`src/rtl/evc_pkg.sv`:
```
package evc_pkg;

    localparam int N_LEVELS   = 16;
    localparam int N_LVL_W    = $clog2(N_LEVELS);
    localparam int N_VEC_W    = 32;
    localparam int N_FIXED    = 5;
    localparam int N_OVR_W    = 9;
    localparam int N_ADDR_W   = 12;

    localparam logic [N_ADDR_W-1:0] OFS_OVR  = 12'h100;
    localparam logic [N_ADDR_W-1:0] OFS_MASK = 12'h104;
    localparam logic [N_ADDR_W-1:0] OFS_PEND = 12'h108;
    localparam logic [N_ADDR_W-1:0] OFS_LAT  = 12'h10C;

    typedef enum logic [2:0] {
        REG_NONE,
        REG_VEC,
        REG_OVR,
        REG_MASK,
        REG_PEND,
        REG_LAT
    } reg_sel_e;

    typedef struct packed {
        reg_sel_e             sel;
        logic [N_LVL_W-1:0]   lvl;
    } reg_dec_t;

    function automatic reg_dec_t decode_ofs(logic [N_ADDR_W-1:0] a);
        reg_dec_t d;
        d.lvl = a[N_LVL_W+1:2];
        d.sel = REG_NONE;
        if (a[1:0] == 2'b00) begin
            if (a < N_ADDR_W'(N_LEVELS * 4)) d.sel = REG_VEC;
            else if (a == OFS_OVR)           d.sel = REG_OVR;
            else if (a == OFS_MASK)          d.sel = REG_MASK;
            else if (a == OFS_PEND)          d.sel = REG_PEND;
            else if (a == OFS_LAT)           d.sel = REG_LAT;
        end
        return d;
    endfunction

endpackage

```
`src/rtl/evc_vectors.sv`:
```
module evc_vectors #(
    parameter int LEVELS = evc_pkg::N_LEVELS,
    parameter int LVL_W  = $clog2(LEVELS),
    parameter int VEC_W  = evc_pkg::N_VEC_W
) (
    input  logic             clk,
    input  logic             rst,
    input  logic             wr_en,
    input  logic [LVL_W-1:0] wr_lvl,
    input  logic [VEC_W-1:0] wr_data,
    input  logic [LVL_W-1:0] rd_lvl,
    output logic [VEC_W-1:0] rd_vec,
    input  logic [LVL_W-1:0] pick_lvl,
    output logic [VEC_W-1:0] pick_vec
);

    logic [VEC_W-1:0] vec_all [LEVELS];

    for (genvar g = 0; g < LEVELS; g++) begin : g_slot
        if (g == 0) begin : g_hardwired
            assign vec_all[g] = '0;
        end else begin : g_stored
            logic [VEC_W-1:0] slot_q;
            always_ff @(posedge clk) begin
                if (rst)
                    slot_q <= '0;
                else if (wr_en && wr_lvl == LVL_W'(g))
                    slot_q <= wr_data;
            end
            assign vec_all[g] = slot_q;
        end
    end

    assign rd_vec   = vec_all[rd_lvl];
    assign pick_vec = vec_all[pick_lvl];

endmodule

```
`src/rtl/evc_mask.sv`:
```
module evc_mask #(
    parameter int LEVELS = evc_pkg::N_LEVELS,
    parameter int FIXED  = evc_pkg::N_FIXED
) (
    input  logic              clk,
    input  logic              rst,
    input  logic              bus_wr,
    input  logic [LEVELS-1:0] bus_val,
    input  logic              dis_req,
    input  logic              en_req,
    input  logic [LEVELS-1:0] en_val,
    output logic [LEVELS-1:0] mask_o,
    output logic [LEVELS-1:0] saved_o
);

    localparam logic [LEVELS-1:0] FORCED = {{(LEVELS-FIXED){1'b0}}, {FIXED{1'b1}}};

    logic [LEVELS-1:0] mask_q, saved_q;

    always_ff @(posedge clk) begin
        if (rst) begin
            mask_q  <= FORCED;
            saved_q <= '0;
        end else if (dis_req) begin
            saved_q <= mask_q;
            mask_q  <= FORCED;
        end else if (en_req) begin
            mask_q  <= en_val | FORCED;
        end else if (bus_wr) begin
            mask_q  <= bus_val | FORCED;
        end
    end

    assign mask_o  = mask_q;
    assign saved_o = saved_q;


    gdis_clear_chk: assert property (@(posedge clk) disable iff (rst)
        dis_req |=> (mask_q == FORCED) && (saved_q == $past(mask_q)));

endmodule

```
`src/rtl/evc_sched.sv`:
```
module evc_sched #(
    parameter int LEVELS = evc_pkg::N_LEVELS,
    parameter int LVL_W  = $clog2(LEVELS)
) (
    input  logic              clk,
    input  logic              rst,
    input  logic [LEVELS-1:0] raise_bits,
    input  logic [LEVELS-1:0] mask,
    input  logic              ret,
    output logic [LEVELS-1:0] pend_o,
    output logic [LEVELS-1:0] lat_o,
    output logic              acc_o,
    output logic [LVL_W-1:0]  acc_lvl_o,
    output logic              take_valid,
    output logic [LVL_W-1:0]  take_lvl
);

    localparam logic [LEVELS-1:0] ONE = {{(LEVELS-1){1'b0}}, 1'b1};

    function automatic logic [LVL_W:0] first_one(logic [LEVELS-1:0] v);
        logic [LVL_W:0] r;
        r = (LVL_W+1)'(LEVELS);
        for (int i = LEVELS - 1; i >= 0; i--)
            if (v[i]) r = (LVL_W+1)'(i);
        return r;
    endfunction

    logic [LEVELS-1:0] lat_q, pend_q, lat_d, pend_d, acc_bit, ret_bit;
    logic [LVL_W:0]    cand_idx, act_idx;
    logic              acc;
    logic              take_q;
    logic [LVL_W-1:0]  take_lvl_q;

    always_comb begin
        cand_idx = first_one(lat_q & mask);
        act_idx  = first_one(pend_q);
        acc      = cand_idx < act_idx;
        acc_bit  = acc ? (ONE << cand_idx[LVL_W-1:0]) : '0;
        ret_bit  = (ret && pend_q != '0) ? (ONE << act_idx[LVL_W-1:0]) : '0;
        lat_d    = (lat_q & ~acc_bit) | raise_bits;
        pend_d   = (pend_q & ~ret_bit) | acc_bit;
    end

    always_ff @(posedge clk) begin
        if (rst) begin
            lat_q      <= '0;
            pend_q     <= '0;
            take_q     <= 1'b0;
            take_lvl_q <= '0;
        end else begin
            lat_q      <= lat_d;
            pend_q     <= pend_d;
            take_q     <= acc;
            if (acc) take_lvl_q <= cand_idx[LVL_W-1:0];
        end
    end

    assign pend_o     = pend_q;
    assign lat_o      = lat_q;
    assign acc_o      = acc;
    assign acc_lvl_o  = cand_idx[LVL_W-1:0];
    assign take_valid = take_q;
    assign take_lvl   = take_lvl_q;


    take_marks_pend_chk: assert property (@(posedge clk) disable iff (rst)
        take_q |-> pend_q[take_lvl_q]);


    one_new_pend_chk: assert property (@(posedge clk) disable iff (rst)
        $countones(pend_q & ~$past(pend_q)) <= 1);


    ret_retires_one_chk: assert property (@(posedge clk) disable iff (rst)
        (ret && pend_q != '0 && !acc) |=> $countones(pend_q) == $past($countones(pend_q)) - 1);


    reset_clear_chk: assert property (@(posedge clk) disable iff (rst)
        $past(rst) |-> (pend_q == '0) && (lat_q == '0) && !take_q);

endmodule

```
`src/rtl/evc_core.sv`:
```
module evc_core
    import evc_pkg::*;
#(
    parameter int LEVELS = N_LEVELS,
    parameter int LVL_W  = $clog2(LEVELS),
    parameter int VEC_W  = N_VEC_W,
    parameter int ADDR_W = N_ADDR_W,
    parameter int OVR_W  = N_OVR_W,
    parameter int FIXED  = N_FIXED
) (
    input  logic              clk,
    input  logic              rst,
    input  logic              bus_sel,
    input  logic              bus_we,
    input  logic [ADDR_W-1:0] bus_addr,
    input  logic [VEC_W-1:0]  bus_wdata,
    output logic [VEC_W-1:0]  bus_rdata,
    input  logic              sw_raise,
    input  logic [LVL_W-1:0]  sw_raise_lvl,
    input  logic [LEVELS-1:0] hw_evt,
    input  logic              evt_return,
    input  logic              gdis_req,
    output logic [LEVELS-1:0] gdis_mask,
    input  logic              en_req,
    input  logic [LEVELS-1:0] en_value,
    output logic              take_valid,
    output logic [LVL_W-1:0]  take_lvl,
    output logic [VEC_W-1:0]  take_vec
);

    localparam logic [LEVELS-1:0] ONE = {{(LEVELS-1){1'b0}}, 1'b1};

    reg_dec_t          dec;
    logic              wr, rd;
    logic [VEC_W-1:0]  rd_vec, pick_vec, rd_val, rdata_q, take_vec_q;
    logic [OVR_W-1:0]  ovr_q;
    logic [LEVELS-1:0] mask, pend, lat, raise_bits;
    logic              acc;
    logic [LVL_W-1:0]  acc_lvl;

    assign dec = decode_ofs(bus_addr);
    assign wr  = bus_sel && bus_we;
    assign rd  = bus_sel && !bus_we;

    assign raise_bits = hw_evt | (sw_raise ? (ONE << sw_raise_lvl) : '0);

    evc_vectors #(.LEVELS(LEVELS), .LVL_W(LVL_W), .VEC_W(VEC_W)) u_vec (
        .clk      (clk),
        .rst      (rst),
        .wr_en    (wr && dec.sel == REG_VEC),
        .wr_lvl   (dec.lvl),
        .wr_data  (bus_wdata),
        .rd_lvl   (dec.lvl),
        .rd_vec   (rd_vec),
        .pick_lvl (acc_lvl),
        .pick_vec (pick_vec)
    );

    evc_mask #(.LEVELS(LEVELS), .FIXED(FIXED)) u_mask (
        .clk     (clk),
        .rst     (rst),
        .bus_wr  (wr && dec.sel == REG_MASK),
        .bus_val (bus_wdata[LEVELS-1:0]),
        .dis_req (gdis_req),
        .en_req  (en_req),
        .en_val  (en_value),
        .mask_o  (mask),
        .saved_o (gdis_mask)
    );

    evc_sched #(.LEVELS(LEVELS), .LVL_W(LVL_W)) u_sched (
        .clk        (clk),
        .rst        (rst),
        .raise_bits (raise_bits),
        .mask       (mask),
        .ret        (evt_return),
        .pend_o     (pend),
        .lat_o      (lat),
        .acc_o      (acc),
        .acc_lvl_o  (acc_lvl),
        .take_valid (take_valid),
        .take_lvl   (take_lvl)
    );

    always_ff @(posedge clk) begin
        if (rst)
            ovr_q <= '0;
        else if (wr && dec.sel == REG_OVR)
            ovr_q <= bus_wdata[OVR_W-1:0];
    end

    always_comb begin
        case (dec.sel)
            REG_VEC:  rd_val = rd_vec;
            REG_OVR:  rd_val = VEC_W'(ovr_q);
            REG_MASK: rd_val = VEC_W'(mask);
            REG_PEND: rd_val = VEC_W'(pend);
            REG_LAT:  rd_val = VEC_W'(lat);
            default:  rd_val = '0;
        endcase
    end

    always_ff @(posedge clk) begin
        if (rst) begin
            rdata_q    <= '0;
            take_vec_q <= '0;
        end else begin
            if (rd)  rdata_q    <= rd_val;
            if (acc) take_vec_q <= pick_vec;
        end
    end

    assign bus_rdata = rdata_q;
    assign take_vec  = take_vec_q;


    lvl0_zero_chk: assert property (@(posedge clk) disable iff (rst)
        (rd && bus_addr == '0) |=> bus_rdata == '0);


    lvl0_take_zero_chk: assert property (@(posedge clk) disable iff (rst)
        (take_valid && take_lvl == '0) |-> take_vec == '0);

endmodule

```
`config.mk`:
```
export PLATFORM = sky130hd
export DESIGN_NAME = evc_core
export DESIGN_NICKNAME = d
export VERILOG_FILES = /design/src/rtl/evc_pkg.sv /design/src/rtl/evc_vectors.sv /design/src/rtl/evc_mask.sv /design/src/rtl/evc_sched.sv /design/src/rtl/evc_core.sv
export SDC_FILE = /design/constraint.sdc
export NUM_CORES = 2
export LEC_CHECK = 0
export ABC_AREA = 0
export BUFFER_PORTS_ARGS = -buffer_cell sky130_fd_sc_hd__buf_2
export CELL_PAD_IN_SITES_DETAIL_PLACEMENT = 2
export CELL_PAD_IN_SITES_GLOBAL_PLACEMENT = 2
export CORE_UTILIZATION = 37
export DETAILED_ROUTE_END_ITERATION = 7
export PLACE_DENSITY = 0.79
export SLEW_MARGIN = 20
export SYNTH_ARGS = -nofsm -noshare
export SYNTH_HDL_FRONTEND = slang
export SYNTH_SLANG_ARGS = --single-unit
```
`constraint.sdc`:
```
create_clock -name clk -period 4.5 [get_ports clk]
set_clock_uncertainty 0.15 [all_clocks]
set_input_delay 0.225 -clock clk [delete_from_list [all_inputs] [get_ports clk]]
set_output_delay 0.225 -clock clk [all_outputs]
set_load 0.01 [all_outputs]
```
Word level (Yosys, flattened, before mapping). Cells that the tools add are included.

Output and inout bits: 85. Word-level logic and storage cells: 141. Register bits: 617. Input bits: 88.

Reductions and logical operators: 26. Multiplexer cells: 50. Bitwise operators: 10. Equal/unequal tests: 24. Magnitude comparators: 4. Shift-type cells: 3.

Operators by type and width (count): 32-bit binary-select mux with 4-bit select (2); 5-bit two-way mux (32); 32-bit one-hot mux with 5 select lines (1); 32-bit two-way mux (4); 16-bit two-way mux (5); 16-bit AND (3); 12-bit by 9-bit equality test with 1-bit output (second input constant) (4); 16-bit OR (3); 1-bit by 4-bit left shift with 16-bit output (first input constant) (3); 4-bit equality test (second input constant) (8); 16-bit NOT (2); 1-bit logical AND (21); 3-bit two-way mux (6); 4-bit by 3-bit equality test with 1-bit output (second input constant) (4); 16-bit nonzero test (1); 12-bit by 7-bit less-than comparator with 1-bit output (second input constant) (1); 5-bit greater-or-equal comparator (second input constant) (2); 4-bit NOT with 5-bit output (2); 4-bit by 2-bit equality test with 1-bit output (second input constant) (2); 3-bit by 2-bit equality test with 1-bit output (second input constant) (2); 3-bit equality test (second input constant) (2); 5-bit less-than comparator (1); 4-bit by 1-bit equality test with 1-bit output (second input constant) (1); 3-bit by 1-bit equality test with 1-bit output (second input constant) (1); 4 further kinds (4).

Longest topological paths before layout.
Depth after elaboration: 22. Mapped depth: 18. Mapped depth without buffers: 14.

Modules after synthesis. Synthesis repeated with hierarchy kept, for this count alone.

Cells, all modules: 3548. Area, all modules: 30792.0 um2.

Modules (own cells, without submodules): evc_vectors (cells each 2853, sequential area each 9609.2 um2, area each 24200.7 um2, instances 1); evc_core (cells each 329, sequential area each 1461.4 um2, area each 3296.9 um2, instances 1); evc_sched (cells each 268, sequential area each 740.7 um2, area each 2217.1 um2, instances 1); evc_mask (cells each 98, sequential area each 460.4 um2, area each 1077.3 um2, instances 1).

Worst setup path before layout. No wires, ideal clock.

Path type: register to register. From: register u_sched.lat_q[13], in the netlist u_sched.lat_o[13]. To: register take_vec_q[19], in the netlist take_vec[19]. Setup slack: 0.702 ns. Buffers on the path: 5. Clock period less this slack: 3.798 ns. Data required time: 4.219 ns. Data arrival time: 3.517 ns. Setup time: 0.131 ns. Cell stages (with the launch flop): 19. Path through: dfxtp_1 -> a22o_1 -> o2111a_1 -> o21ai_1 -> buf_2 -> inv_1 -> buf_2 -> buf_2 -> buf_1 -> ha_1 -> a21oi_1 -> o21ai_1 -> nor3_1 -> a31o_2 -> nand2_2 -> buf_2 -> a21oi_1 -> a221oi_1 -> o21ai_0.

Cells in the longest elaborated chain, start to end: 19. Elaborated cells between the ends (all ways): 20. Classes of those cells: order compare: 1; mux: 17; bitwise: 2.

RTL lines: start: declaration (RTL line evc_sched.sv:28) `logic [LEVELS-1:0] lat_q, pend_q, lat_d, pend_d, acc_bit, ret_bit;`; start signal: assignment (RTL line evc_sched.sv:51) `lat_q <= lat_d;`; 16-bit AND * (RTL line evc_sched.sv:35) `cand_idx = first_one(lat_q & mask);`; 5-bit two-way mux * (14 in a row) (RTL line evc_sched.sv:24) `if (v[i]) r = (LVL_W+1)'(i);`; named net acc_lvl[2] (RTL line evc_core.sv:39) `logic [LVL_W-1:0] acc_lvl;`; 4-bit NOT with 5-bit output (implied by the code) (RTL line evc_vectors.sv:35) `assign pick_vec = vec_all[pick_lvl];`; 32-bit binary-select mux with 4-bit select (RTL line evc_vectors.sv:35); 32-bit two-way mux (implied by the code) (2 in a row) (RTL line evc_vectors.sv:35); end signal: assignment (RTL line evc_core.sv:109) `if (acc) take_vec_q <= pick_vec;`; end: declaration (RTL line evc_core.sv:35) `logic [VEC_W-1:0] rd_vec, pick_vec, rd_val, rdata_q, take_vec_q;`.

Mark *: on every way through the listed nets, which the timed path passes. The rest lies on a longest branch. The select of a mux whose other input is x is not followed. A chain may end at the register's enable or synchronous reset.

Worst setup path after layout.
From: register u_mask.mask_q[10], in the netlist u_mask.mask_o[10]. To: register take_vec_q[5], in the netlist take_vec[5].

Cells in the longest elaborated chain, start to end: 16. Elaborated cells between the ends (all ways): 17. Classes of those cells: order compare: 1; mux: 14; bitwise: 2.

RTL lines: start: declaration (RTL line evc_mask.sv:18) `logic [LEVELS-1:0] mask_q, saved_q;`; start signal: assignment (RTL line evc_mask.sv:28) `mask_q <= en_val | FORCED;`; start signal: assignment (RTL line evc_mask.sv:30) `mask_q <= bus_val | FORCED;`; 16-bit AND * (RTL line evc_sched.sv:35); 5-bit two-way mux * (11 in a row) (RTL line evc_sched.sv:24); 4-bit NOT with 5-bit output (implied by the code) (RTL line evc_vectors.sv:35); 32-bit binary-select mux with 4-bit select (RTL line evc_vectors.sv:35); 32-bit two-way mux (implied by the code) (2 in a row) (RTL line evc_vectors.sv:35).

Every way passes the cells marked *; elsewhere a longest branch is shown, timed or not. The select of a mux whose other input is x is not followed.

==> impl_metrics.py <==
metrics = {
    "sta": {
        "finalCriticalPeriod_ns": 4.33,
        "post-route-period-util_pct": 96.2,
        "rsz0062_at_grt": "false",
        "worstMarginPinSlew_ns": 1.21,
        "setup-violations-final": 0,
        "setup_tns_ns": 0,
        "max_slew_margin_pct": 19.0,
        "clock.fmax_mhz": 231,
        "hold_viol_final": 0,
        "maxSlewViolCount": 0,
    },
    "yosys": {
        "synth_cell_types": 71,
        "synth_top_flop_cell": "dfxtp_1",
        "avgSynthCellArea_um2": 8.19,
        "yosys_warnings": 0,
        "ys_seq_area_share_pct": 41.4,
        "synthCells": 3620,
        "ys_ff_latch": 613,
        "synthesis.nets": 3712,
        "synth-edff-count": 0,
        "async_reset_ff_share_pct": 0,
        "syn_area_mm2": 0.0297,
    },
    "worst_hold_path": {
        "hold_end": "u_sched.lat_o[4]",
        "hp-start": "sw_raise_lvl[1]",
        "hold_depth": 4,
        "min_path_type": "primary input to register",
    },
    "global_route": {
        "grt_pass1_wl_mm": 228,
        "grtUsageTotal_pct": 37.7,
        "grt-ovfl-total": 0,
        "grt_pass1_vias": 33840,
        "antenna_found_initial": 6,
        "grt_max_degree": 168,
    },
    "clock_tree": {
        "clk_pin_slew_ns": 0.07,
        "clkLatencyLatePin_ns": 0.63,
        "cts_num_sinks": 613,
        "clock_path_buffers": 3,
        "h-tree-depth": 3,
        "cts_tree": "built",
        "clockRootBuffer": "clkbuf_16",
        "numCtsBuffers": 72,
    },
    "placement": {
        "port_buffers": 167,
        "gp_congestion": 1.01,
        "dp_hpwl_mm": 92.3,
    },
    "finish": {
        "final_common_cell": "nand2_1",
        "final_cell_mix": "nand2_1 (1,151), dfxtp_1 (613), a21oi_1 (604)",
        "flow.area_growth_from_synthesis_pct": 17.5,
        "drive_above_1_share_pct": 16.6,
        "finalNetCount": 3787,
        "fin_util_pct": 44.0,
    },
    "floorplanning": {
        "pin_count": 173,
        "chipHeight_um": 285,
        "row_count": 103,
        "core_area_mm2": 0.0791,
        "start_util_pct": 37.5,
        "die_w_um": 285,
        "fp.dieArea_mm2": 0.0813,
    },
    "setup_path": {
        "path_class": "register to register",
        "worstPathMaxFanout": 11,
        "r2r_slack_ns": 0.17,
        "cp-start-kind": "register",
        "required_ns": 4.91,
        "rr_worst_depth": 11,
        "worstPathArrival_ns": 4.74,
        "cp-end-kind": "register",
        "r2r-start": "u_mask.mask_o[10]",
        "reg2reg_to": "take_vec[5]",
    },
    "routing": {
        "drtIter0Drc": 3053,
        "wirelength_mm": 157,
        "viasPerCell": 6.56,
        "drt_pass1_iterations": 7,
        "vias": 31532,
        "detail-route-antenna-nets": 0,
        "routedWlPerCell_um": 32.6,
        "drc_errors": 0,
    },
    "outcome": {
        "status": "finished clean",
    },
    "job": {
        "max_cap_violations": 0,
    },
    "pwr": {
        "vdd_drop_max_mv": 0.224,
        "power.total_mw": 14.1,
        "power_density_mw_per_mm2": 406,
        "p_leak_nw": 11.8,
    },
}
final cells by class:
class | count | area [um^2]
timing repair buffer | 346 | 2560
inverter | 9 | 33.8
clock inverter | 16 | 270
clock buffer | 115 | 2260
antenna | 3 | 7.51
multi-input combinational | 2653 | 16100
sequential | 613 | 12300
fill | 8691 | 44300
tap | 1050 | 1310
timing repair:
action	4_1_cts	5_1_grt
resized for setup	0	0
buffers inserted	0	0
hold buffers	73	0
endpoints found under the hold margin	520	0
logic make-up (layout without fill, tap and decap cells):
| family | Yosys count | after routing | synth area share [%] |
|---|---|---|---|
| and+or+nand+nor | 1419 | 1419 | 19.0 |
| other | 0 | 3 | 0 |
| adders and majority gates | 4 | 4 | 0.169 |
| muxes | 214 | 214 | 13.0 |
| DFF | 613 | 613 | 41.4 |
| AOI/OAI and AO/OA | 1016 | 1016 | 21.5 |
| buffers and inverters | 354 | 486 | 5.02 |
how the worst max path moves through the flow:
| stage | startpoint | end | slack [ns] | cells after the start |
|---|---|---|---|---|
| 2_1_floorplan | u_sched.lat_o[13] | take_vec[19] | 0.70 | 18 |
| 3_3_place_gp | u_sched.lat_o[3] | take_vec[3] | 0.57 | 12 |
| 3_5_place_dp | u_mask.mask_o[10] | take_vec[4] | 0.34 | 11 |
| 4_1_cts | u_mask.mask_o[10] | take_vec[5] | 0.23 | 11 |
| 5_1_grt | u_sched.lat_o[3] | take_vec[5] | 0.02 | 12 |
| 6_report | u_mask.mask_o[10] | take_vec[5] | 0.17 | 11 |
synth_stat cells, types with 7 or more instances:
cell / instances / share of area [%]
nand2_1: 1161 / 15
dfxtp_1: 613 / 41
a21oi_1: 604 / 10
clkbuf_1: 234 / 3.0
nor2_1: 147 / 1.9
mux4_2: 133 / 10
a221oi_1: 88 / 2.6
buf_2: 76 / 1.3
a22oi_1: 72 / 1.8
o21ai_0: 48 / 0.81
a22o_1: 47 / 1.4
mux2_2: 42 / 1.6
mux2i_1: 39 / 1.3
a221o_1: 27 / 0.91
nand3_1: 27 / 0.46
buf_1: 22 / 0.28
a32oi_1: 21 / 0.62
o221ai_1: 19 / 0.56
buf_4: 9 / 0.23
nor4_1: 9 / 0.19
o2bb2ai_1: 9 / 0.27
a211oi_1: 8 / 0.20
a31oi_1: 8 / 0.17
inv_1: 8 / 0.10
nand2b_1: 8 / 0.17
nor2b_1: 8 / 0.17
nor3_1: 8 / 0.14
o22ai_1: 8 / 0.17
and2_1: 7 / 0.15
nand3b_1: 7 / 0.18
o2111ai_1: 7 / 0.21
o21ai_1: 7 / 0.12
through the flow:
step / hold WS [ns] / std cells / worst slack, ns / instance area [um^2]
2_1_floorplan: 0.201 / 3620 / 0.702 / 29700
3_3_place_gp: 0.299 / 4598 / 0.568 / 31600
3_5_place_dp: 0.316 / 4598 / 0.344 / 31600
4_1_cts: 0.00412 / 4802 / 0.227 / 34800
5_1_grt: 0.0785 / 4802 / 0.0247 / 34800
6_report: 0.0476 / 4805 / 0.170 / 34800
critical path: stages (launching register included):
cell and delay, ns:
dfxtp_1 0.39, a22oi_1 0.46, or4b_1 0.54, nor2b_1 0.25, ha_1 0.34, nand2_1 0.08
o21ai_1 0.12, buf_4 0.18, or3_1 0.76, a2111oi_0 0.75, a211oi_1 0.13, o21ai_1 0.11
flip-flops by register name, summed over array words and instances, names as in the netlist:
signal / count
u_sched.take_valid: 1
u_sched.pend_o: 16
u_mask.saved_o: 12
u_sched.take_lvl: 4
ovr_q: 9
u_sched.lat_o: 16
take_vec: 32
bus_rdata: 32
u_mask.mask_o: 11
u_vec.g_slot.g_stored.slot_q: 480
power by group:
| group | internal, mW | switching (mW) | total, mW |
|---|---|---|---|
| clock | 3.84 | 2.51 | 6.35 |
| combinational | 0.606 | 1.59 | 2.19 |
| sequential | 5.50 | 0.0888 | 5.59 |
| total | 9.95 | 4.18 | 14.1 |
per-layer routing:
layer	part of all wire, %	vias up	track usage [%]
met5	0.021	-	0
met4	6.1	8	21.8
met3	8.5	591	7.19
met2	47	1705	62.2
met1	38	16302	45.9
li1	-	12926	-
Note: power is estimated with default switching activity, not from simulation.
